[config.mk]
export PLATFORM = sky130hd
export DESIGN_NAME = clock_switch_seq
export DESIGN_NICKNAME = d
export VERILOG_FILES = /design/src/rtl/csw_pkg.sv /design/src/rtl/csw_sync.sv /design/src/rtl/csw_tick_counter.sv /design/src/rtl/csw_seq_ctrl.sv /design/src/rtl/clock_switch_seq.sv
export SDC_FILE = /design/constraint.sdc
export NUM_CORES = 1
export LEC_CHECK = 0
export BUFFER_PORTS_ARGS = -buffer_cell sky130_fd_sc_hd__buf_4
export CORE_MARGIN = 3
export CORE_UTILIZATION = 32
export DETAILED_ROUTE_END_ITERATION = 10
export MAX_ROUTING_LAYER = met4
export SLEW_MARGIN = 10
export SYNTH_ARGS = -nofsm -noshare
export SYNTH_HDL_FRONTEND = slang
export SYNTH_SLANG_ARGS = --single-unit
[constraint.sdc]
create_clock -name clk -period 3.11 [get_ports clk]
set_input_delay 0.622 -clock clk [delete_from_list [all_inputs] [get_ports clk]]
set_output_delay 0.622 -clock clk [all_outputs]
set_load 0.05 [all_outputs]
[src/rtl/csw_pkg.sv]
package csw_pkg;

  typedef enum logic [2:0] {
    ST_IDLE,
    ST_ARM,
    ST_LOCKIN,
    ST_QUAL,
    ST_LOCKED,
    ST_UNLOCK
  } seqState_t;

  // strobes from the sequencer to the tick counter
  typedef struct packed {
    logic cntClr;    // restart the count at zero
    logic cntEn;     // count word ticks
    logic selLimit;  // 0: switch-delay limit, 1: unlock-hold limit
  } cntCtl_t;

endpackage

[src/rtl/csw_sync.sv]
module csw_sync #(
  parameter int W = 1
) (
  input  logic         clk,
  input  logic         rstN,
  input  logic [W-1:0] din,
  output logic [W-1:0] dout
);

  logic [W-1:0] stage1;

  always_ff @(posedge clk) begin
    if (!rstN) begin
      stage1 <= '0;
      dout   <= '0;
    end else begin
      stage1 <= din;
      dout   <= stage1;
    end
  end

endmodule

[src/rtl/csw_tick_counter.sv]
module csw_tick_counter
  import csw_pkg::*;
#(
  parameter int MAX_DELAY    = 130,
  parameter int UNLOCK_TICKS = 254,
  parameter int CNT_MAX      = 254,
  parameter int CNT_W        = 8
) (
  input  logic       clk,
  input  logic       rstN,
  input  logic       tick,
  input  logic [1:0] delaySel,
  input  cntCtl_t    ctl,
  output logic       limitHit
);

  localparam logic [CNT_W-1:0] MaxDelayV = CNT_W'(MAX_DELAY);
  localparam logic [CNT_W-1:0] UnlockV   = CNT_W'(UNLOCK_TICKS);
  localparam logic [CNT_W-1:0] CntMaxV   = CNT_W'(CNT_MAX);

  logic [CNT_W-1:0] cnt;
  logic [CNT_W-1:0] target;

  always_comb begin
    if (ctl.selLimit) target = UnlockV;
    else              target = MaxDelayV >> delaySel;
  end

  always_ff @(posedge clk) begin
    if (!rstN || ctl.cntClr) cnt <= '0;
    else if (ctl.cntEn && tick && cnt < CntMaxV) cnt <= cnt + 1'b1;
  end

  assign limitHit = (cnt >= target);

endmodule

[src/rtl/csw_seq_ctrl.sv]
module csw_seq_ctrl
  import csw_pkg::*;
(
  input  logic    clk,
  input  logic    rstN,
  input  logic    lockS,
  input  logic    dataS,
  input  logic    errS,
  input  logic    tick,
  input  logic    limitHit,
  output cntCtl_t ctl,
  output logic    useRec,
  output logic    indLow
);

  seqState_t state, nextState;

  always_comb begin
    nextState = state;
    unique case (state)
      ST_IDLE:   if (lockS && dataS) nextState = ST_ARM;
      ST_ARM:    if (!lockS) nextState = ST_IDLE;
                 else if (tick) nextState = ST_LOCKIN;
      ST_LOCKIN: if (!lockS) nextState = ST_UNLOCK;
                 else if (limitHit) nextState = ST_QUAL;
      ST_QUAL:   if (!lockS) nextState = ST_UNLOCK;
                 else if (!errS) nextState = ST_LOCKED;
      ST_LOCKED: if (!lockS) nextState = ST_UNLOCK;
      ST_UNLOCK: if (limitHit) nextState = ST_IDLE;
      default:   nextState = ST_IDLE;
    endcase
  end

  always_comb begin
    ctl.cntClr   = (nextState != state);
    ctl.cntEn    = (state == ST_LOCKIN) || (state == ST_UNLOCK);
    ctl.selLimit = (state == ST_UNLOCK);
  end

  always_ff @(posedge clk) begin
    if (!rstN) begin
      state  <= ST_IDLE;
      useRec <= 1'b0;
      indLow <= 1'b0;
    end else begin
      state  <= nextState;
      useRec <= (nextState == ST_QUAL) || (nextState == ST_LOCKED);
      indLow <= (nextState == ST_LOCKIN) || (nextState == ST_QUAL) ||
                (nextState == ST_UNLOCK);
    end
  end

endmodule

[src/rtl/clock_switch_seq.sv]
module clock_switch_seq
  import csw_pkg::*;
#(
  parameter int MAX_DELAY    = 130,
  parameter int UNLOCK_TICKS = 254
) (
  input  logic       clk,
  input  logic       rstN,
  input  logic       lockIn,
  input  logic       dataIn,
  input  logic       errIn,
  input  logic       tick,
  input  logic [1:0] delaySel,
  input  logic       polSel,
  output logic       useRec,
  output logic       indicator
);

  localparam int CNT_MAX = (MAX_DELAY > UNLOCK_TICKS) ? MAX_DELAY : UNLOCK_TICKS;
  localparam int CNT_W   = $clog2(CNT_MAX + 1);

  logic    lockS, dataS, errS;
  logic    limitHit;
  logic    indLow;
  cntCtl_t ctl;

  csw_sync #(.W(3)) u_sync (
    .clk (clk),
    .rstN(rstN),
    .din ({lockIn, dataIn, errIn}),
    .dout({lockS, dataS, errS})
  );

  csw_seq_ctrl u_ctrl (
    .clk     (clk),
    .rstN    (rstN),
    .lockS   (lockS),
    .dataS   (dataS),
    .errS    (errS),
    .tick    (tick),
    .limitHit(limitHit),
    .ctl     (ctl),
    .useRec  (useRec),
    .indLow  (indLow)
  );

  csw_tick_counter #(
    .MAX_DELAY   (MAX_DELAY),
    .UNLOCK_TICKS(UNLOCK_TICKS),
    .CNT_MAX     (CNT_MAX),
    .CNT_W       (CNT_W)
  ) u_dp (
    .clk     (clk),
    .rstN    (rstN),
    .tick    (tick),
    .delaySel(delaySel),
    .ctl     (ctl),
    .limitHit(limitHit)
  );

  assign indicator = ~(indLow ^ polSel);

endmodule

After elaboration in Yosys (flattened, before gate mapping):

Index checks and enable logic that the tools add are counted.

* $add $sub $neg: 1
* order comparisons: 2
* equal/unequal tests: 10
* shift-type cells: 1
* mux-type cells: 11
* bitwise logic cells: 2
* reductions and logical operators: 10

Operator list (number)
* $mux 3: 9
* $pmux 3 s6: 1
* $eq 3x2->1 const B: 4
* $eq 3x3->1 const B: 4
* $add 8x1->8 const B: 1
* $ge 8x8->1: 1
* $lt 8x8->1 const B: 1
* $mux 8: 1
* $shr 8x2->8 const A: 1
* $logic_or 1x1->1: 5
* $eq 3x1->1 const B: 1
* $logic_and 1x1->1: 3
* $logic_not 3->1: 1
* $ne 3x3->1: 1
* $logic_not 1->1: 1
* $not 1->1: 1
* $xor 1x1->1: 1

* bits in registers: 19
* bits of input ports: 9
* output and inout port bits: 2
* word-level logic and storage cells: 43

Longest topological paths before layout:

Gate-level depths: netlist of run 1.

* depth after elaboration: 9
* depth in mapped cells: 11
* gate-level depth less buffers: 9

By module:

Synthesis of run 1 repeated with hierarchy kept, for this count alone.

* cell total of the unflattened synthesis: 133
* area total of the unflattened synthesis: 1164.9 um2

By module, submodules not included
* csw_tick_counter: instances 1, cells each 77, area each 640.6 um2, seq. area each 160.2 um2
* csw_seq_ctrl: instances 1, cells each 43, area each 357.8 um2, seq. area each 100.1 um2
* csw_sync: instances 1, cells each 12, area each 157.7 um2, seq. area each 120.1 um2
* clock_switch_seq: instances 1, cells each 1, area each 8.8 um2, seq. area each 0.0 um2

Worst setup path after synthesis of run 1:

No wires, ideal clock.

* kind: input to register
* start point: in delaySel[1]
* end point: reg u_ctrl.useRec
* setup time: 0.121 ns
* arrival: 2.428 ns
* data required time: 2.989 ns
* slack: 0.561 ns
* stages on the path: 9
* path buffers: 0
* path through: inv_1 a21oi_1 ha_1 a21oi_1 o211ai_1 o31a_1 o31a_1 or2_2 mux2_2

* longest elaborated chain between the ends: 8
* elaborated cells on any way between the ends: 10
* those cells by class: order compare (1); eq/ne (2); shift (1); mux (5); reduce/logical (1)

Ends and longest elaborated chain
* start, declared: RTL line clock_switch_seq.sv:13 `input logic [1:0] delaySel,`
* $shr 8x2->8 *: RTL line csw_tick_counter.sv:26 `else target = MaxDelayV >> delaySel;`
* $mux 8 *: RTL line csw_tick_counter.sv:25 `if (ctl.selLimit) target = UnlockV;`
* $ge 8x8->1 *: RTL line csw_tick_counter.sv:34 `assign limitHit = (cnt >= target);`
* $mux 3: RTL line csw_seq_ctrl.sv:25 `else if (limitHit) nextState = ST_QUAL;`
* $mux 3: RTL line csw_seq_ctrl.sv:24 `ST_LOCKIN: if (!lockS) nextState = ST_UNLOCK;`
* $pmux 3 s6 *: RTL line csw_seq_ctrl.sv:20 `unique case (state)`
* $eq 3x2->1 / $eq 3x3->1 (equally long branches): RTL line csw_seq_ctrl.sv:47 `useRec <= (nextState == ST_QUAL) || (nextState == ST_LOCKED);`
* $logic_or 1x1->1 *: RTL line csw_seq_ctrl.sv:47
* end signal, assigned: RTL line csw_seq_ctrl.sv:47
* end, declared: RTL line csw_seq_ctrl.sv:12 `output logic useRec,`

Every way passes the cells marked *; elsewhere a longest branch is shown, timed or not.
A chain may end at the register's enable or synchronous reset.

Worst setup path in the final report of run 1:

* start point: reg u_ctrl.state[1]
* end point: reg u_dp.cnt[7]

* longest elaborated chain between the ends: 8
* elaborated cells on any way between the ends: 23
* those cells by class: order compare (1); eq/ne (6); mux (11); reduce/logical (5)

Ends and longest elaborated chain
* start, declared: RTL line csw_seq_ctrl.sv:16 `seqState_t state, nextState;`
* start signal, assigned: RTL line csw_seq_ctrl.sv:46 `state <= nextState;`
* $eq 3x3->1: RTL line csw_seq_ctrl.sv:20, csw_seq_ctrl.sv:36, csw_seq_ctrl.sv:37
* $mux 8: RTL line csw_tick_counter.sv:25
* $ge 8x8->1: RTL line csw_tick_counter.sv:34
* $mux 3: RTL line csw_seq_ctrl.sv:25
* $mux 3: RTL line csw_seq_ctrl.sv:24
* $pmux 3 s6: RTL line csw_seq_ctrl.sv:20
* $ne 3x3->1: RTL line csw_seq_ctrl.sv:35 `ctl.cntClr = (nextState != state);`
* $logic_or 1x1->1: RTL line csw_tick_counter.sv:30 `if (!rstN || ctl.cntClr) cnt <= '0;`
* end signal, assigned: RTL line csw_tick_counter.sv:31 `else if (ctl.cntEn && tick && cnt < CntMaxV) cnt <= cnt + 1'b1;`
* end, declared: RTL line csw_tick_counter.sv:21 `logic [CNT_W-1:0] cnt;`

Parallel ways exist; a longest one is shown, timed or not.

==> flow_summary_export.csv, run 1 <==
group,metric,value,unit
detailed_routing,first_pass_iters,4,
cts,cts_root_buf,"clkbuf_4",
run,drv_cap,0,
finish,syn_to_final_growth,13.8,%
detailed_routing,via_per_inst,5.22,
sta,maxSlewViolCount,0,
global_route,grtUsageTotal,0.113,
detailed_routing,vias,981,
sta,rsz0062_at_grt,"no",
critical_path,crit_buf_inv,1,
sta,timing.final.crit_period,2.82,ns
finish,layout_commonest_cell,"dfxtp_1",
sta,setup_viol,0,
cts,numCtsBuffers,3,
finish,final.fill_count,371,
cts,h-tree-depth,1,
critical_path,endpoint_kind,"register",
detailed_routing,maxUsedRoutingLayer,"met4",
cts,clk_path_buf_depth,2,
finish,drive_gt1_frac,0.160,
detailed_routing,final_antenna_net_count,0,
floorplanning,fp.dieArea,0.00427,mm^2
synthesis,yosysWarningCount,0,
global_route,grt_pass1_wl,3820,um
critical_path,cp_cell_sequence,"and3b_2 -> inv_1 -> ha_1 -> o211ai_1 -> a211oi_1 -> o21ai_0 -> a211o_1 -> or3_1 -> a21oi_1",
critical_path,reg2reg_slack,0.29,ns
detailed_routing,wl_met3,82,um
critical_path,slowest_stage,"or3_1",
critical_path,r2r-end,"u_dp.cnt[7]",
finish,final_cell_mix,"dfxtp_1, a21oi_1, buf_4",
detailed_routing,wirelength,2220,um
hold_path,holdPathEnd,"u_sync.dout[1]",
cts,cts_tree,"built",
finish,diodes,0,
sta,tightest_slew,0.388,ns
cts,clock-sinks,19,
floorplanning,rows,20,
placed_design,dp_hpwl,1760,um
critical_path,cp_top_family,"compound AO/OA/AOI/OAI gates",
hold_path,hold_class,"reg2reg",
sta,skew,0.00614,ns
floorplanning,die_w,65.4,um
placed_design,gp_congestion,0.859,
cts,holdBufCountCts,0,
global_route,grt_pass1_vias,888,
floorplanning,fp.dieH,65.4,um
cts,clkSlewWorstSetupHoldPaths,0.11,ns
cts,post_cts_buffers,0,
floorplanning,core_area,0.00320,mm^2
critical_path,rr_worst_depth,9,
critical_path,max_stage_delay,0.52,ns
run_status,outcome,"completed",
placed_design,numPortBuffers,10,
critical_path,reg2reg_from,"u_ctrl.state[1]",
detailed_routing,post_drt_wl_per_cell,11.8,um
detailed_routing,wl_met1,1080,um
sta,max_freq,355,MHz
synthesis,ys_types,37,
power_and_ir_drop,ir_worst_vdd,0.113,mV
global_route,grt_remaining_overflow,0,
hold_path,hp-start,"u_sync.stage1[1]",
global_route,antenna_found_initial,0,
synthesis,netlist_area,0.00113,mm^2
power_and_ir_drop,p_leak,0.000511,uW
synthesis,avgSynthCellArea,8.61,um^2
synthesis,synth_seq_cells,19,
detailed_routing,first_iter_violations,23,
detailed_routing,post-route-drc-count,0,
hold_path,hold_depth,1,
critical_path,setup.worst_path.class,"reg2reg",
critical_path,crit_path_max_fanout,10,
synthesis,synth.net_count,148,
sta,period_share,0.907,
sta,max-slew-margin-rel,0.739,
critical_path,startpoint_type,"register",
critical_path,cp.required,3.33,ns
synthesis,synthCells,131,
synthesis,ys_seq_area_frac,0.337,
floorplanning,start_util,0.352,
critical_path,worstPathArrival,3.04,ns
detailed_routing,met2_wirelength,1040,um
power_and_ir_drop,p_total,407,uW
cts,clk-insertion-delay-late,0.29,ns
global_route,grt_max_degree,12,
power_and_ir_drop,power_density,317,mW/mm^2
sta,finalHoldViolCount,0,
finish,layout.nets,162,
floorplanning,io_pins,11,
sta,setup_tns,0,ns
## what timing repair did
| action | CTS | global route |
|---|---|---|
| hold endpoints to repair | 0 | 0 |
| gates resized for setup | 0 | 1 |
| endpoints found under the setup margin | 0 | 3 |
## kinds of logic (layout without fill, tap and decap cells)
| family | after synthesis | in the layout | synth area share |
|---|---|---|---|
| AND/OR/NAND/NOR | 44 | 44 | 0.210 |
| multiplexers | 4 | 4 | 0.0366 |
| AO/OA/AOI/OAI | 39 | 39 | 0.231 |
| flip-flops | 19 | 19 | 0.337 |
| buffers and inverters | 11 | 24 | 0.0499 |
| adder cells (fa/ha/maj) | 8 | 8 | 0.0888 |
| XOR/XNOR | 6 | 6 | 0.0466 |
## area by class of cell
class                      count  area (um^2)  area share
clock buffer                   3         22.5      0.0176
clock inverter                 1         5.00     0.00390
inverter                       6         22.5      0.0176
multi-input combinational    101          692       0.540
sequential                    19          380       0.297
tap                           44         55.1      0.0429
timing repair buffer          14          105      0.0820
## metrics by stage
step           utilization  setup slack, ns  instance area (um^2)  hold WS, ns  instances
6_report             0.400            0.289                  1280        0.443        188
2_1_floorplan            -            0.561                  1130        0.412        131
5_1_grt              0.400            0.118                  1280        0.464        188
3_5_place_dp         0.391            0.175                  1250        0.418        184
4_1_cts              0.400            0.150                  1280        0.445        188
3_3_place_gp         0.391            0.255                  1250        0.415        184
## per-layer routing
layer	up-vias	global-route usage
li1	499	-
met1	459	0.147
met2	21	0.183
met3	2	0.0154
met4	0	0.0311
met5	-	-
## flip-flops by register name, indices dropped and copies added, names as in the netlist
name and flops:
u_dp.cnt 8, u_ctrl.state 3, u_sync.dout 3, u_sync.stage1 3
u_ctrl.indLow 1, u_ctrl.useRec 1
## synthesized netlist by cell type
| library cell | count | area (um^2) |
|---|---|---|
| and2b_1 | 1 | 7.51 |
| and3_1 | 1 | 6.26 |
| and3b_1 | 1 | 8.76 |
| inv_1 | 6 | 22.5 |
| clkbuf_1 | 3 | 11.3 |
| buf_6 | 2 | 22.5 |
| a31oi_1 | 1 | 6.26 |
| a21oi_4 | 1 | 16.3 |
| or3_1 | 1 | 6.26 |
| mux2i_1 | 3 | 30.0 |
| a211o_1 | 2 | 17.5 |
| o31ai_1 | 1 | 7.51 |
| dfxtp_1 | 19 | 380 |
| xnor2_1 | 6 | 52.6 |
| o21a_1 | 1 | 7.51 |
| a311oi_1 | 2 | 17.5 |
| ha_1 | 8 | 100 |
| o211ai_1 | 3 | 22.5 |
| nor2_1 | 7 | 26.3 |
| o2111ai_1 | 2 | 17.5 |
| a21boi_0 | 1 | 7.51 |
| and4_1 | 1 | 8.76 |
| nor3b_1 | 1 | 7.51 |
| nor3_1 | 2 | 10.0 |
| o21ai_0 | 5 | 25.0 |
| nand3_1 | 6 | 30.0 |
| and2_1 | 7 | 43.8 |
| a21o_1 | 2 | 15.0 |
| nand2_1 | 8 | 30.0 |
| a21oi_1 | 15 | 75.1 |
| nand2b_1 | 3 | 18.8 |
| o31a_1 | 2 | 17.5 |
| nor2b_1 | 2 | 12.5 |
| or2_2 | 2 | 12.5 |
| a211oi_1 | 1 | 7.51 |
| nand3b_1 | 1 | 7.51 |
| mux2_2 | 1 | 11.3 |
## worst max path at each step
stage	depth (start not counted)	to	from
final	9	u_dp.cnt[7]	u_ctrl.state[1]
after global routing	9	u_dp.cnt[7]	u_ctrl.state[1]
after CTS	9	u_dp.cnt[7]	u_ctrl.state[1]
after detailed placement	10	u_dp.cnt[4]	delaySel[0]
after global placement	10	u_dp.cnt[7]	delaySel[1]
after floorplan	9	u_ctrl.useRec	delaySel[1]
## report_power, final
group / internal [uW] / switching, uW / total (uW)
clock: 47.9 / 74.1 / 122
combinational: 17.5 / 19.0 / 36.6
sequential: 247 / 1.54 / 248
No activity file was read; power rests on OpenSTA's default activity.
==> run 2: changes to the inputs <==
Settings changed: ABC_AREA set to 1, GPL_TIMING_DRIVEN set to 0.
==> run 2 against run 1 <==
Worst setup slack gained 0.66 ns. Total power grew 0.40%. Die area grew 2.8%. Critical path type unchanged. Clock-buffer cell count is the same. Sequential share of layout area shrank 0.73 points. Core utilization shrank 1.5 points. Final cell count grew 21%. Wire length shrank 11%. Critical path depth grew 9. First-iteration DRC count grew 61%. Synthesized cell count grew 28%.
==> flow_summary_export.csv, run 2 <==
group,metric,value,unit
cts,h-tree-depth,1,
cts,numCtsBuffers,3,
run,drv_cap,0,
synthesis,netlist.top_cell.by_area,"dfxtp_1",
cts,cts_tree,"built",
hold_path,hp-start,"u_sync.stage1[0]",
cts,clock-sinks,19,
critical_path,rr_worst_depth,18,
detailed_routing,wirelength,1970,um
sta,period_share,0.695,
synthesis,async_flop_share,0,
finish,final_cell_mix,"inv_1, nand2_1, dfxtp_1",
detailed_routing,via_per_inst,4.27,
critical_path,cp.required,3.31,ns
finish,diodes,0,
critical_path,startpoint_type,"register",
synthesis,synth.net_count,185,
synthesis,synth_area_leaders,"dfxtp_1, inv_1, nand2_1",
sta,setup_tns,0,ns
synthesis,synth_edf_count,0,
sta,skew,0.00323,ns
finish,multiInputGateArea,621,um^2
critical_path,worstPathArrival,2.36,ns
synthesis,synth.top_cell.area_share,0.327,
detailed_routing,first_pass_iters,4,
finish,largest_reg_flops,8,
global_route,grt_pass1_wl,3550,um
floorplanning,start_util,0.340,
power_and_ir_drop,power.internal,311,uW
power_and_ir_drop,power_density,311,mW/mm^2
power_and_ir_drop,clkPwrFrac,0.297,
sta,setup_viol,0,
power_and_ir_drop,p_sw,97.2,uW
sta,max_freq,462,MHz
synthesis,synth_flop_cell,"dfxtp_1",
sta,maxSlewViolCount,0,
hold_path,hold_class,"reg2reg",
run_status,outcome,"completed",
placed_design,placed_cell_area,0.00129,mm^2
finish,drive_gt1_frac,0.149,
cts,holdBufCountCts,0,
synthesis,avgSynthCellArea,6.92,um^2
critical_path,setup.worst_path.class,"reg2reg",
finish,fin_area,0.00132,mm^2
power_and_ir_drop,p_leak,0.000653,uW
power_and_ir_drop,ir_worst_vdd,0.209,mV
floorplanning,die_w,66.3,um
global_route,antenna_found_initial,0,
cts,post_cts_buffers,0,
floorplanning,fp.dieH,66.3,um
placed_design,dp_hpwl,1600,um
synthesis,synth_seq_cells,19,
synthesis,yosysWarningCount,0,
cts,cts_root_buf,"clkbuf_4",
critical_path,reg2reg_from,"u_ctrl.state[0]",
sta,rsz0062_at_grt,"no",
floorplanning,rows,21,
synthesis,ys_seq_area_frac,0.327,
detailed_routing,first_iter_violations,37,
synthesis,synthCells,168,
critical_path,crit_path_max_fanout,9,
placed_design,gp_congestion,0.779,
cts,clk-insertion-delay-late,0.29,ns
finish,syn_to_final_growth,13.1,%
finish,layout_commonest_cell,"inv_1",
power_and_ir_drop,seqPwrFrac,0.608,
power_and_ir_drop,swShare,0.238,
detailed_routing,final_antenna_net_count,0,
critical_path,endpoint_kind,"register",
floorplanning,core_area,0.00342,mm^2
hold_path,holdPathEnd,"u_sync.dout[0]",
critical_path,reg2reg_slack,0.95,ns
detailed_routing,post-route-drc-count,0,
sta,timing.final.crit_period,2.16,ns
hold_path,hold_depth,2,
sta,tightest_slew,0.412,ns
cts,cts_resized,0,
synthesis,netlist_area,0.00116,mm^2
global_route,grt_max_degree,12,
sta,finalHoldViolCount,0,
synthesis,ys_types,24,
finish,layout.nets,199,
cts,clk_path_buf_depth,2,
finish,largest_register,"u_dp.cnt",
synthesis,yosysMostFrequentCell,"inv_1",
global_route,grt_pass1_vias,790,
sta,max-slew-margin-rel,0.726,
critical_path,r2r-end,"u_dp.cnt[7]",
floorplanning,io_pins,11,
finish,final.fill_count,371,
power_and_ir_drop,power_frac_comb,0.095,
floorplanning,fp.dieArea,0.00439,mm^2
detailed_routing,post_drt_wl_per_cell,8.67,um
cts,clkSlewWorstSetupHoldPaths,0.11,ns
placed_design,numPortBuffers,9,
global_route,grt_remaining_overflow,0,
synthesis,yosys-top-cells-count,"inv_1, nand2_1, dfxtp_1, nor2_1, nand3_1",
power_and_ir_drop,p_total,409,uW
finish,seq_area,380,um^2
detailed_routing,vias,970,
global_route,grtUsageTotal,0.107,
run 2: layer usage:
layer / wire length [um] / vias up / global-route usage
met5: 0 / - / -
met4: 12 / 0 / 0.0457
met3: 34 / 2 / 0.0153
met2: 890 / 8 / 0.139
met1: 1030 / 419 / 0.160
li1: - / 541 / -
run 2: area by class of cell:
class	count	share of cell area
multi-input cells	106	0.472
clock buffers	3	0.0171
repair buffers	9	0.0514
inverters	42	0.120
plain buffers	1	0.00285
clock inverters	1	0.00381
well taps	46	0.0438
flip-flops and latches	19	0.289
run 2: how the worst max path moves through the flow:
| stage | startpoint | endpoint | cells past startpoint |
|---|---|---|---|
| after CTS | u_ctrl.state[0] | u_dp.cnt[7] | 18 |
| final | u_ctrl.state[0] | u_dp.cnt[7] | 18 |
| after global placement | delaySel[1] | u_dp.cnt[6] | 18 |
| after detailed placement | delaySel[1] | u_dp.cnt[7] | 18 |
| after global routing | u_ctrl.state[0] | u_dp.cnt[0] | 18 |
| after floorplan | polSel | indicator | 1 |
run 2: power by group through the flow:
| stage | Clock, uW | Combinational, uW | Sequential (uW) |
|---|---|---|---|
| final | 121 | 38.8 | 248 |
| after global routing | 143 | 44.8 | 249 |
| after CTS | 130 | 39.5 | 249 |
| after detailed placement | 0 | 39.3 | 254 |
| after global placement | 0 | 39.0 | 254 |
| after floorplan | 0 | 25.9 | 254 |
run 2: logic make-up (layout without fill, tap and decap cells):
logic type | after synthesis | in the layout | synth area share
mux | 1 | 1 | 0.00969
xor+xnor | 7 | 7 | 0.0527
compound gates | 13 | 13 | 0.0678
buf+inv | 43 | 56 | 0.139
fa+ha+maj | 8 | 8 | 0.0861
simple gates | 77 | 77 | 0.318
flops | 19 | 19 | 0.327
run 2: critical path, cell delays in order (launching register included):
cell and delay [ns]:
dfxtp_1 0.48, nand3_4 0.18, nand3_1 0.10, inv_1 0.04
ha_1 0.26, inv_1 0.05, nand2_1 0.04, nand2_1 0.05
nand2_1 0.04, nand2_1 0.05, nand2_1 0.04, nand2_1 0.05
nand2_1 0.04, nand2_1 0.09, nand3_1 0.07, nand2_1 0.13
nand3_1 0.14, nand3_4 0.16, nor2_1 0.05
run 2: through the flow:
step                 util  instances  hold slack, ns  setup WS (ns)
finish              0.385        227           0.421          0.948
global route        0.385        227           0.445          0.695
CTS                 0.385        227           0.423          0.921
detailed placement  0.377        223           0.397          0.722
global placement    0.377        223           0.392          0.747
floorplan               -        168           0.390           1.04
